--- src/rtl/ldnf_pkg.sv ---
package ldnf_pkg;
  typedef enum logic [2:0] {
    ST_IDLE = 3'd0,
    ST_SCAN = 3'd1,
    ST_REQ  = 3'd2,
    ST_WAIT = 3'd3,
    ST_DONE = 3'd4
  } seq_state_t;

  // log2 of element width in halfwords: 0 -> 16b, 1 -> 32b, 2/3 -> 64b
  function automatic logic [1:0] size_shift(input logic [1:0] code);
    return (code == 2'd0) ? 2'd0 : (code == 2'd1) ? 2'd1 : 2'd2;
  endfunction
endpackage

--- src/rtl/ldnf_addr_gen.sv ---
module ldnf_addr_gen #(
  parameter int VLB = 128,
  parameter int HW  = VLB / 16,
  parameter int IW  = $clog2(HW)
) (
  input  logic [63:0]   base,
  input  logic [3:0]    imm,
  input  logic [1:0]    shift,
  input  logic [IW-1:0] idx,
  output logic [63:0]   addr
);
  logic [63:0]        elem_cnt;
  logic signed [63:0] imm_ext;
  logic signed [63:0] off;

  always_comb begin
    elem_cnt = 64'(HW) >> shift;
    imm_ext  = $signed({{60{imm[3]}}, imm});
    off      = imm_ext * $signed(elem_cnt) + $signed({{(64-IW){1'b0}}, idx});
    addr     = base + {off[62:0], 1'b0};
  end
endmodule

--- src/rtl/ldnf_elem_view.sv ---
module ldnf_elem_view #(
  parameter int VLB = 128,
  parameter int HW  = VLB / 16,
  parameter int PB  = VLB / 8,
  parameter int IW  = $clog2(HW),
  parameter int PIW = $clog2(PB)
) (
  input  logic [PB-1:0] pred,
  input  logic [PB-1:0] ffr,
  input  logic [1:0]    shift,
  input  logic [IW-1:0] idx,
  output logic          active,
  output logic          ffr_low,
  output logic [PB-1:0] grp_mask
);
  logic [1:0]     lgb;
  logic [PIW-1:0] pos;

  always_comb begin
    lgb     = shift + 2'd1;
    pos     = PIW'(idx) << lgb;
    active  = pred[pos];
    ffr_low = ffr[pos];
  end

  for (genvar p = 0; p < PB; p++) begin : g_grp
    assign grp_mask[p] = ((PIW'(p) >> lgb) == PIW'(idx));
  end
endmodule

--- src/rtl/ldnf_seq.sv ---
module ldnf_seq #(
  parameter int VLB = 128,
  localparam int HW  = VLB / 16,
  localparam int PB  = VLB / 8,
  localparam int IW  = $clog2(HW)
) (
  input  logic           clk,
  input  logic           rst_n,
  input  logic           start,
  input  logic [63:0]    base_addr,
  input  logic [3:0]     imm,
  input  logic [1:0]     esize,
  input  logic [PB-1:0]  pred,
  input  logic [PB-1:0]  ffr_in,
  output logic           req_valid,
  input  logic           req_ready,
  output logic [63:0]    req_addr,
  input  logic           rsp_valid,
  output logic           rsp_ready,
  input  logic [15:0]    rsp_data,
  input  logic           rsp_fault,
  output logic           done,
  output logic [VLB-1:0] result,
  output logic [PB-1:0]  ffr_out
);
  import ldnf_pkg::*;

  seq_state_t     st;
  logic [IW-1:0]  idx;
  logic [63:0]    base_q;
  logic [3:0]     imm_q;
  logic [1:0]     shift_q;
  logic [PB-1:0]  pred_q;
  logic [PB-1:0]  ffr_q;
  logic [VLB-1:0] res_q;
  logic           faulted_q;
  logic           unknown_q;

  logic           active;
  logic           ffr_low;
  logic [PB-1:0]  grp_mask;
  logic [IW-1:0]  last_idx;
  logic [IW-1:0]  slot;
  logic           last_elem;

  ldnf_addr_gen #(.VLB(VLB)) u_addr (
    .base (base_q),
    .imm  (imm_q),
    .shift(shift_q),
    .idx  (idx),
    .addr (req_addr)
  );

  ldnf_elem_view #(.VLB(VLB)) u_view (
    .pred    (pred_q),
    .ffr     (ffr_q),
    .shift   (shift_q),
    .idx     (idx),
    .active  (active),
    .ffr_low (ffr_low),
    .grp_mask(grp_mask)
  );

  always_comb begin
    last_idx  = IW'((HW >> shift_q) - 1);
    slot      = idx << shift_q;
    last_elem = (idx == last_idx);
  end

  assign req_valid = (st == ST_REQ);
  assign rsp_ready = (st == ST_WAIT);
  assign done      = (st == ST_DONE);
  assign result    = res_q;
  assign ffr_out   = ffr_q;

  always_ff @(posedge clk) begin
    if (!rst_n) begin
      st        <= ST_IDLE;
      idx       <= '0;
      base_q    <= '0;
      imm_q     <= '0;
      shift_q   <= '0;
      pred_q    <= '0;
      ffr_q     <= '0;
      res_q     <= '0;
      faulted_q <= 1'b0;
      unknown_q <= 1'b0;
    end else begin
      case (st)
        ST_IDLE: begin
          if (start) begin
            base_q    <= base_addr;
            imm_q     <= imm;
            shift_q   <= size_shift(esize);
            pred_q    <= pred;
            ffr_q     <= ffr_in;
            res_q     <= '0;
            idx       <= '0;
            faulted_q <= 1'b0;
            unknown_q <= 1'b0;
            st        <= ST_SCAN;
          end
        end
        ST_SCAN: begin
          if (!faulted_q && active) begin
            st <= ST_REQ;
          end else begin
            if (faulted_q) ffr_q <= ffr_q & ~grp_mask;
            else if (!ffr_low) unknown_q <= 1'b1;
            if (last_elem) st <= ST_DONE;
            else idx <= idx + 1'b1;
          end
        end
        ST_REQ: begin
          if (req_ready) st <= ST_WAIT;
        end
        ST_WAIT: begin
          if (rsp_valid) begin
            if (rsp_fault) begin
              faulted_q <= 1'b1;
              ffr_q     <= ffr_q & ~grp_mask;
            end else if (unknown_q || !ffr_low) begin
              unknown_q <= 1'b1;
            end else begin
              res_q[{slot, 4'b0000} +: 16] <= rsp_data;
            end
            if (last_elem) st <= ST_DONE;
            else begin
              idx <= idx + 1'b1;
              st  <= ST_SCAN;
            end
          end
        end
        ST_DONE: st <= ST_IDLE;
        default: st <= ST_IDLE;
      endcase
    end
  end
endmodule

--- config.mk ---
export PLATFORM = sky130hd
export DESIGN_NAME = ldnf_seq
export DESIGN_NICKNAME = d
export VERILOG_FILES = /design/src/rtl/ldnf_pkg.sv /design/src/rtl/ldnf_addr_gen.sv /design/src/rtl/ldnf_elem_view.sv /design/src/rtl/ldnf_seq.sv
export SDC_FILE = /design/constraint.sdc
export NUM_CORES = 1
export LEC_CHECK = 0
export ABC_CLOCK_PERIOD_IN_PS = 7800
export BUFFER_PORTS_ARGS = -buffer_cell sky130_fd_sc_hd__buf_2
export CAP_MARGIN = 20
export CORE_ASPECT_RATIO = 0.5
export CORE_UTILIZATION = 55
export DETAILED_ROUTE_END_ITERATION = 7
export HOLD_SLACK_MARGIN = 0.1
export PLACE_DENSITY = 0.79
export SYNTH_ARGS = -nofsm -noshare
export SYNTH_HDL_FRONTEND = slang
export SYNTH_HIERARCHICAL = 1
export SYNTH_SLANG_ARGS = --single-unit
--- constraint.sdc ---
create_clock -name clk -period 7.8 [get_ports clk]
set_clock_uncertainty 0.1 [all_clocks]
set_input_delay 0.39 -clock clk [delete_from_list [all_inputs] [get_ports clk]]
set_output_delay 0.39 -clock clk [all_outputs]
set_load 0.1 [all_outputs]
* Word-level counts from Yosys, hierarchy flattened
Cells that the tools add are included. W data, S select, Z words.
Cells by class: reductions and logical operators 15, equal/unequal tests 34, shift-type cells 22, $lt $le $gt $ge 1, bitwise gates (word level) 2, add/subtract/negate cells 6, mux-type cells 41, $mul 1
Operators with widths (count):
- $mux W128 | 4
- $pmux W128 S2 | 1
- $bwmux W128 | 1
- $shift A16 B9 Y128 const A | 1
- $shiftx A16 B9 Y128 | 1
- $mux W16 | 5
- $add A64 B64 Y64 | 1
- $eq A4 B3 Y1 | 16
- $mul A4 B64 Y63 | 1
- $shr A4 B2 Y64 const A | 1
- $add A63 B4 Y63 | 1
- $pmux W16 S3 | 1
- $shr A4 B2 Y4 const A | 8
- $mux W3 | 10
- $and A16 B16 Y16 | 1
- $ne A2 B2 Y1 const B | 8
- $not A16 Y16 | 1
- $shr A3 B2 Y4 const A | 4
- $pmux W3 S4 | 1
- $reduce_and A4 Y1 | 3
- $mux W1 | 11
- $neg A7 Y9 | 1
- $pmux W3 S3 | 1
- $bmux W1 S4 | 2
- other kinds (30) | 37
Word-level totals: logic and storage cells 132, output and inout port bits 211, flip-flop bits (word level) 238, bits of input ports 124

* Depth between registers and ports, before layout
Gate-level depths: netlist of the first run.
depth after elaboration 10, gate-level depth with buffers 30

* Cells and area by module
The synthesis of the first run kept the hierarchy.
By module, submodules not included:
- ldnf_seq | cells each 990, seq. area each 4764.6 µm², area an instance 9006.1 µm², instances 1
- ldnf_addr_gen | cells each 682, seq. area each 0.0 µm², area an instance 4720.8 µm², instances 1
- ldnf_elem_view | cells each 118, seq. area each 0.0 µm², area an instance 784.5 µm², instances 1

* Worst setup path after synthesis of the first run
Ideal clock, no wire load.
kind register -> output, start point reg imm_q[3], end point out req_addr[57], stages on the path, launching flop included 28, arrival 8.465 ns, data required time 7.310 ns, path slack -1.155 ns, path buffers 2, path through dfxtp_1 > clkbuf_1 > nand2_1 > fa_1 > fa_1 > fa_1 > inv_1 > ha_1 > a21oi_1 > nor2_1 > nor2_1 > o21bai_1 > a21oi_1 > o21bai_1 > a21oi_1 > nand2b_1 > ha_1 > ha_1 > buf_2 > a21oi_2 > o21ai_0 > a2111oi_0 > nor2_1 > a221o_1 > a21o_1 > a32oi_2 > nor2_1 > a211oi_1
Between the ends: cells in the longest elaborated chain, start to end 3
RTL lines:
- start: declaration | line ldnf_seq.sv:31 | logic [3:0] imm_q;
- start signal: assignment | line ldnf_seq.sv:93 | imm_q <= imm;
- $mul A4 B64 Y63 | line ldnf_addr_gen.sv:19 | off = imm_ext * $signed(elem_cnt) + $signed({{(64-IW){1'b0}}, idx});
- $add A63 B4 Y63 | line ldnf_addr_gen.sv:19
- $add A64 B64 Y64 | line ldnf_addr_gen.sv:20 | addr = base + {off[62:0], 1'b0};
- end: declaration | line ldnf_seq.sv:17 | output logic [63:0] req_addr,
No other way between the ends.

* Worst setup path after layout of the first run
start point reg shift_q[1], end point out req_addr[59]
Between the ends: cells in the longest elaborated chain, start to end 4
RTL lines:
- start: declaration | line ldnf_seq.sv:32 | logic [1:0] shift_q;
- start signal: assignment | line ldnf_seq.sv:94 | shift_q <= size_shift(esize);
- $shr A4 B2 Y64 | line ldnf_addr_gen.sv:17 | elem_cnt = 64'(HW) >> shift;
- $mul A4 B64 Y63 | line ldnf_addr_gen.sv:19
- $add A63 B4 Y63 | line ldnf_addr_gen.sv:19
- $add A64 B64 Y64 | line ldnf_addr_gen.sv:20
No other way between the ends.

==> flow_summary_export.csv, run 1 <==
group,metric,value,unit
final_layout,drive_above_1_share,23.0,%
synth,synth_top_area_share,32.8,%
detailed_routing,vias,15100,
global_routing,grt_pass1_vias,14300,
clock_network,h-tree-depth,1,
sta,max_slew_margin,26.1,%
floorplanning,core_area,25500,sq um
sta,fin_setup_tns,0,ns
placed_design,portBuffers,334,
sta,fmax,0.131,GHz
final_layout,layout-area-overhead-vs-synth,32.2,%
detailed_routing,routed.top_layer,"met4",
synth,synth_ff_type,"dfxtp_1",
final_layout,fin_util,75.1,%
global_routing,grt_first_pass_wirelength,74200,um
synth,ys.warnings.count,6,
global_routing,grt_antenna_before_repair,1,
sta,fin_crit_sh,97.9,%
detailed_routing,dr_wl_met3,3880,um
synth,synth_seq_area_share,32.8,%
synth,synth_edf_count,0,
global_routing,track_usage,34.1,%
global_routing,overflow,0,
detailed_routing,ant_nets,0,
synth,synthDistinctLibCells,89,
clock_network,clk_latency,0.55,ns
sta,tightest_slew,1.10,ns
synth,synth_top_area_cell,"dfxtp_1",
clock_network,cts-buffers-inserted,22,
synth,synth_area_per_cell,8.11,sq um
clock_network,cts-root-buf,"clkbuf_16",
synth,synth_area_leaders,"dfxtp_1 (33%), ha_1 (9.3%), nand2_1 (9.2%), a21boi_0 (4.6%), a21oi_1 (3.4%)",
placed_design,place_hpwl,32800,um
outcome,status,"finished clean",
worst_setup_path,crit_required,7.31,ns
floorplanning,floorplan.initialDensity,56.8,%
final_layout,nets,2408,
floorplanning,fp-row-count,41,
floorplanning,chipWidth,232,um
synth,syn_area,14500,sq um
clock_network,cts_tree,"done",
worst_setup_path,crit_arrival,7.14,ns
sta,min_period,7.63,ns
placed_design,finalWeightedCongestion,0.972,
detailed_routing,wl_per_cell,19.1,um
placed_design,placed_cell_area,16800,sq um
synth,syn_inst,1790,
worst_setup_path,path_class,"reg2out",
final_layout,stdcell_count,2531,
detailed_routing,first_pass_iters,6,
worst_setup_path,cp-end-kind,"output pin",
detailed_routing,drc,0,
detailed_routing,routed_wl,48400,um
sta,slew_viol_final,0,
synth,ys_ff_latch,238,
floorplanning,num_io_pins,335,
synth,synthArstFlopShare,0,%
placed_design,placed_cells,2356,
worst_setup_path,startpoint_type,"flop",
detailed_routing,via_per_inst,5.95,
worst_hold_path,hold_class,"in2reg",
floorplanning,dieArea,27100,sq um
detailed_routing,met1_length,19700,um
clock_network,numClockSinks,238,
sta,hold_viol_final,0,
worst_setup_path,cp_max_fo,6,
final_layout,postLayoutCellArea,19200,sq um
sta,setup_viol,0,
detailed_routing,drt_iter0_drc,1373,
clock_network,clk_pin_slew,0.07,ns
power,power_density,205,nW/um^2
run,maxCapViolations,0,
global_routing,grt_max_degree,131,
synth,syn-num-nets,2029,
power,power_leakage,8.68,nW
power,vdd_drop_max,174,uV
clock_network,cts_max_path_buffers,3,
floorplanning,die_y,117,um
detailed_routing,wl_met2,23400,um
[cell usage after synthesis, drive strengths merged (39+ instances only)]
cell type	instances
o21ai	77
nand3	61
dfxtp	238
a21o	39
o22ai	49
clkbuf	88
nand2	357
ha	108
inv	46
a21boi	89
nor2	79
xnor2	45
a21oi	105
[layout make-up]
type / count / area, sq um
Antenna cell: 2 / 5.00
Tap cell: 344 / 430
Clock inverter: 10 / 139
Clock buffer: 30 / 621
Timing Repair Buffer: 477 / 3590
Fill cell: 1935 / 6370
Inverter: 47 / 176
Sequential cell: 238 / 4770
Multi-Input combinational cell: 1383 / 9440
[final timing paths]
kind	cells past startpoint	endpoint	startpoint	slack, ns
setup / recovery	27	req_addr[59]	shift_q[1]$_SDFFE_PN0P_	0.17
setup reg to reg	13	result[37]$_SDFFE_PN0P_	shift_q[0]$_SDFFE_PN0P_	2.83
hold reg to reg	2	result[127]$_SDFFE_PN0P_	result[127]$_SDFFE_PN0P_	0.35
hold / removal	4	st[1]$_SDFFE_PN0P_	rsp_valid	0.23
[cell usage in the layout (no fill, tap or decap), drive strengths merged, types with 24 or more instances in the layout]
cell / count
xor2: 37
a21o: 39
o21ai: 77
ha: 108
a21oi: 105
clkbuf: 30
a32o: 32
nand2: 357
xnor2: 45
dfxtp: 238
inv: 46
nor2: 79
buf: 357
o22ai: 49
dlygate4sd3: 120
nand3: 61
o211ai: 26
a21boi: 89
nand2b: 24
[worst max-delay path: stages, from the launching register on]
cell and delay, ns:
dfxtp_4 0.38, nor2b_4 0.19, nand2_2 0.08, fa_1 0.52
fa_1 0.43, fa_1 0.50, inv_1 0.07, ha_4 0.28
a21oi_1 0.06, nor2_1 0.16, nor2_2 0.06, o21bai_1 0.16
a21oi_2 0.08, o21bai_1 0.18, a21oi_2 0.12, nand2b_1 0.17
ha_1 0.29, inv_1 0.05, ha_1 0.38, nand4_1 0.18
or2_1 0.28, o311a_1 0.39, o311a_1 0.41, o41ai_4 0.46
nor3_4 0.11, o21ai_2 0.20, xor2_2 0.20, buf_12 0.20
[registers in the layout, summed over array words and instances (netlist names)]
| register | flops |
|---|---|
| base_q | 64 |
| faulted_q | 1 |
| ffr_out | 16 |
| idx | 3 |
| imm_q | 4 |
| pred_q | 16 |
| result | 128 |
| shift_q | 2 |
| st | 3 |
| unknown_q | 1 |
[kinds of logic (layout without fill, tap and decap cells)]
| family | after synthesis | in the layout | share of synthesized area [%] |
|---|---|---|---|
| other cells | 0 | 2 | 0 |
| fa+ha+maj | 115 | 115 | 10.3 |
| flops | 238 | 238 | 32.8 |
| buf+inv | 169 | 564 | 5.42 |
| compound gates | 532 | 532 | 25.5 |
| simple gates | 642 | 642 | 20.1 |
| xor+xnor | 82 | 82 | 4.95 |
| mux | 12 | 12 | 0.897 |
[where the power goes]
group | internal, mW | total [mW] | switching (mW)
registers | 1.26 | 1.30 | 0.0418
logic | 0.446 | 1.49 | 1.04
clock network | 0.634 | 1.15 | 0.513
[what timing repair did]
action | 4_1_cts | 5_1_grt
hold endpoints to repair | 148 | 0
pin swaps | 2 | 22
gates resized for setup | 7 | 59
hold buffers | 120 | 0
setup buffers | 2 | 9
setup endpoints to repair | 17 | 36
[stage by stage]
stage                     power, mW  hold WS, ns  worst slack (ns)
after floorplan                2.36        0.339            -0.410
after global placement         2.72        0.329             0.501
after detailed placement       2.72        0.339             0.272
after CTS                      3.90        0.227           0.00113
after global routing           4.08        0.276            -0.142
final                          3.94        0.233             0.167
[metal layers]
layer	vias to the layer above	GRT usage (%)
met5	-	0
met4	0	10.2
met3	137	7.97
met2	661	60.2
met1	7150	41.8
li1	7117	-
Power figures use the tool's default switching activity.
==> inputs of run 2 (changes only) <==
--- a/config.mk
+++ b/config.mk
@@ -5,11 +5,12 @@
 export SDC_FILE = /design/constraint.sdc
 export NUM_CORES = 1
 export LEC_CHECK = 0
-export ABC_CLOCK_PERIOD_IN_PS = 7800
+export ABC_CLOCK_PERIOD_IN_PS = 7900
 export BUFFER_PORTS_ARGS = -buffer_cell sky130_fd_sc_hd__buf_2
 export CAP_MARGIN = 20
 export CORE_ASPECT_RATIO = 0.5
 export CORE_UTILIZATION = 55
+export CTS_CLUSTER_SIZE = 8
 export DETAILED_ROUTE_END_ITERATION = 7
 export HOLD_SLACK_MARGIN = 0.1
 export PLACE_DENSITY = 0.79
==> constraint.sdc (replaced) <==
create_clock -name clk -period 7.9 [get_ports clk]
set_clock_uncertainty 0.1 [all_clocks]
set_input_delay 0.395 -clock clk [delete_from_list [all_inputs] [get_ports clk]]
set_output_delay 0.395 -clock clk [all_outputs]
set_load 0.1 [all_outputs]
==> run 2 against run 1 <==
Compared with the run above: routed wire length is 1.1% lower; cell count is 0.43% lower; critical path type unchanged; setup slack better by 0.085 ns; largest cell class unchanged; total power is 3.2% higher; cell area is 0.66% lower; global-route usage is 0.14 points lower.
==> flow_summary_export.csv, run 2 (synthesis gave the netlist of run 1 again) <==
group,metric,value,unit
final_layout,drive_above_1_share,22.4,%
global_routing,grt_first_pass_wirelength,73500,um
clock_network,cts_tree,"done",
worst_hold_path,hold_class,"in2reg",
clock_network,cts-root-buf,"clkbuf_16",
final_layout,final_common_cell,"nand2_1",
floorplanning,core_area,25500,sq um
detailed_routing,first_pass_iters,7,
power,p_sw,1.61,mW
worst_setup_path,crit_required,7.40,ns
detailed_routing,drt_iter0_drc,1431,
detailed_routing,wl_met2,22500,um
power,power_density,213,nW/um^2
worst_setup_path,cp-end-kind,"output pin",
floorplanning,num_io_pins,335,
clock_network,cts_max_path_buffers,3,
detailed_routing,vias,15000,
power,vdd_drop_max,177,uV
detailed_routing,drc,0,
power,p_sw_share,39.6,%
clock_network,h-tree-depth,2,
clock_network,clk_latency,0.53,ns
floorplanning,dieArea,27100,sq um
sta,whs,0.128,ns
floorplanning,fp-row-count,41,
sta,slew_viol_final,0,
power,comb_power_share,35.0,%
global_routing,track_usage,34.0,%
final_layout,layout-area-overhead-vs-synth,31.3,%
global_routing,grt_max_degree,142,
worst_setup_path,crit_top_cell,"fa_1",
detailed_routing,dr_wl_met3,4170,um
floorplanning,die_y,117,um
final_layout,fin_util,74.6,%
worst_setup_path,cp_max_fo,19,
final_layout,mostFrequentLayoutCells,"nand2_1 (357), buf_2 (306), dfxtp_1 (236)",
floorplanning,floorplan.initialDensity,56.8,%
worst_setup_path,path_class,"reg2out",
worst_setup_path,max_stage_delay,0.58,ns
sta,fmax,0.131,GHz
detailed_routing,via_per_inst,5.96,
detailed_routing,routed_wl,47900,um
placed_design,finalWeightedCongestion,0.985,
detailed_routing,ant_nets,0,
global_routing,grt_antenna_before_repair,0,
global_routing,overflow,0,
final_layout,stdcell_count,2520,
sta,fin_crit_sh,96.8,%
clock_network,numClockSinks,238,
global_routing,grt_pass1_vias,14000,
placed_design,portBuffers,334,
detailed_routing,routed.top_layer,"met4",
clock_network,clk_pin_slew,0.05,ns
final_layout,nets,2413,
placed_design,place_hpwl,32700,um
worst_setup_path,crit_arrival,7.15,ns
placed_design,placed_cells,2357,
worst_setup_path,startpoint_type,"flop",
final_layout,final.fill_count,1902,
sta,tightest_slew,1.11,ns
outcome,status,"finished clean",
power,power_leakage,8.69,nW
worst_setup_path,slowest_stage,"fa_1",
floorplanning,chipWidth,232,um
power,p_seq_share,31.8,%
final_layout,largest_register_ffs,128,
power,p_clk_share,33.3,%
clock_network,cts-buffers-inserted,35,
detailed_routing,wl_per_cell,19.0,um
sta,setup_viol,0,
power,p_int,2.45,mW
run,maxCapViolations,0,
final_layout,diodes,0,
sta,min_period,7.65,ns
detailed_routing,met1_length,19400,um
sta,max_slew_margin,25.7,%
sta,hold_viol_final,0,
==> run 2: worst max-delay path, delay by kind of cell, from the launching register on <==
| kind | cells | cell delay, ns |
|---|---|---|
| flops | 1 | 0.34 |
| compound gates | 9 | 2.00 |
| xor+xnor | 1 | 0.19 |
| buf+inv | 5 | 0.61 |
| simple gates | 8 | 0.94 |
| fa+ha+maj | 6 | 2.53 |
==> run 2: layout make-up <==
type                    instances  area [sq um]  area share [%]
repair buffers                469          3400            17.8
flip-flops and latches        238          4770            25.0
well taps                     344           430            2.26
inverters                      47           176           0.926
clock inverters                 3          55.1           0.289
clock buffers                  36           890            4.67
multi-input cells            1383          9340            49.0
==> run 2: power groups by stage <==
stage	Clock (mW)	Sequential (mW)	Combinational [mW]
floorplan	0	1.36	0.968
global placement	0	1.31	1.34
detailed placement	0	1.31	1.35
CTS	1.35	1.29	1.40
global route	1.42	1.29	1.49
finish	1.35	1.29	1.42
==> run 2: repair_timing <==
item                       in CTS  in global routing
pin swaps                       0                  5
gates cloned                    0                  0
resized for setup               5                 45
hold buffers                  117                  0
setup endpoints to repair      12                 39
hold endpoints to repair      123                  0
buffers inserted                1                  4
==> run 2: metal layers <==
layer  global-route usage [%]  vias to the layer above
met1                     41.7                     7081
met5                        0                        -
met4                     13.5                        0
li1                         -                     7123
met2                     57.8                      677
met3                     8.70                      149
==> run 2: metrics by stage <==
step	worst slack (ns)	area, sq um	power (mW)	TNS (ns)
after global placement	0.595	16700	2.65	0
after floorplan	-0.315	14700	2.32	-0.616
final	0.252	19100	4.07	0
after global routing	-0.0929	19100	4.21	-0.297
after detailed placement	0.436	16700	2.66	0
after CTS	0.0410	18800	4.04	0
==> run 2: final timing paths <==
path / from / to / slack [ns] / cells past startpoint
min reg2reg: result[126]$_SDFFE_PN0P_ / result[126]$_SDFFE_PN0P_ / 0.34 / 2
max: shift_q[1]$_SDFFE_PN0P_ / req_addr[59] / 0.25 / 29
min: rsp_data[10] / result[10]$_SDFFE_PN0P_ / 0.13 / 2
max reg2reg: shift_q[0]$_SDFFE_PN0P_ / result[37]$_SDFFE_PN0P_ / 2.79 / 13
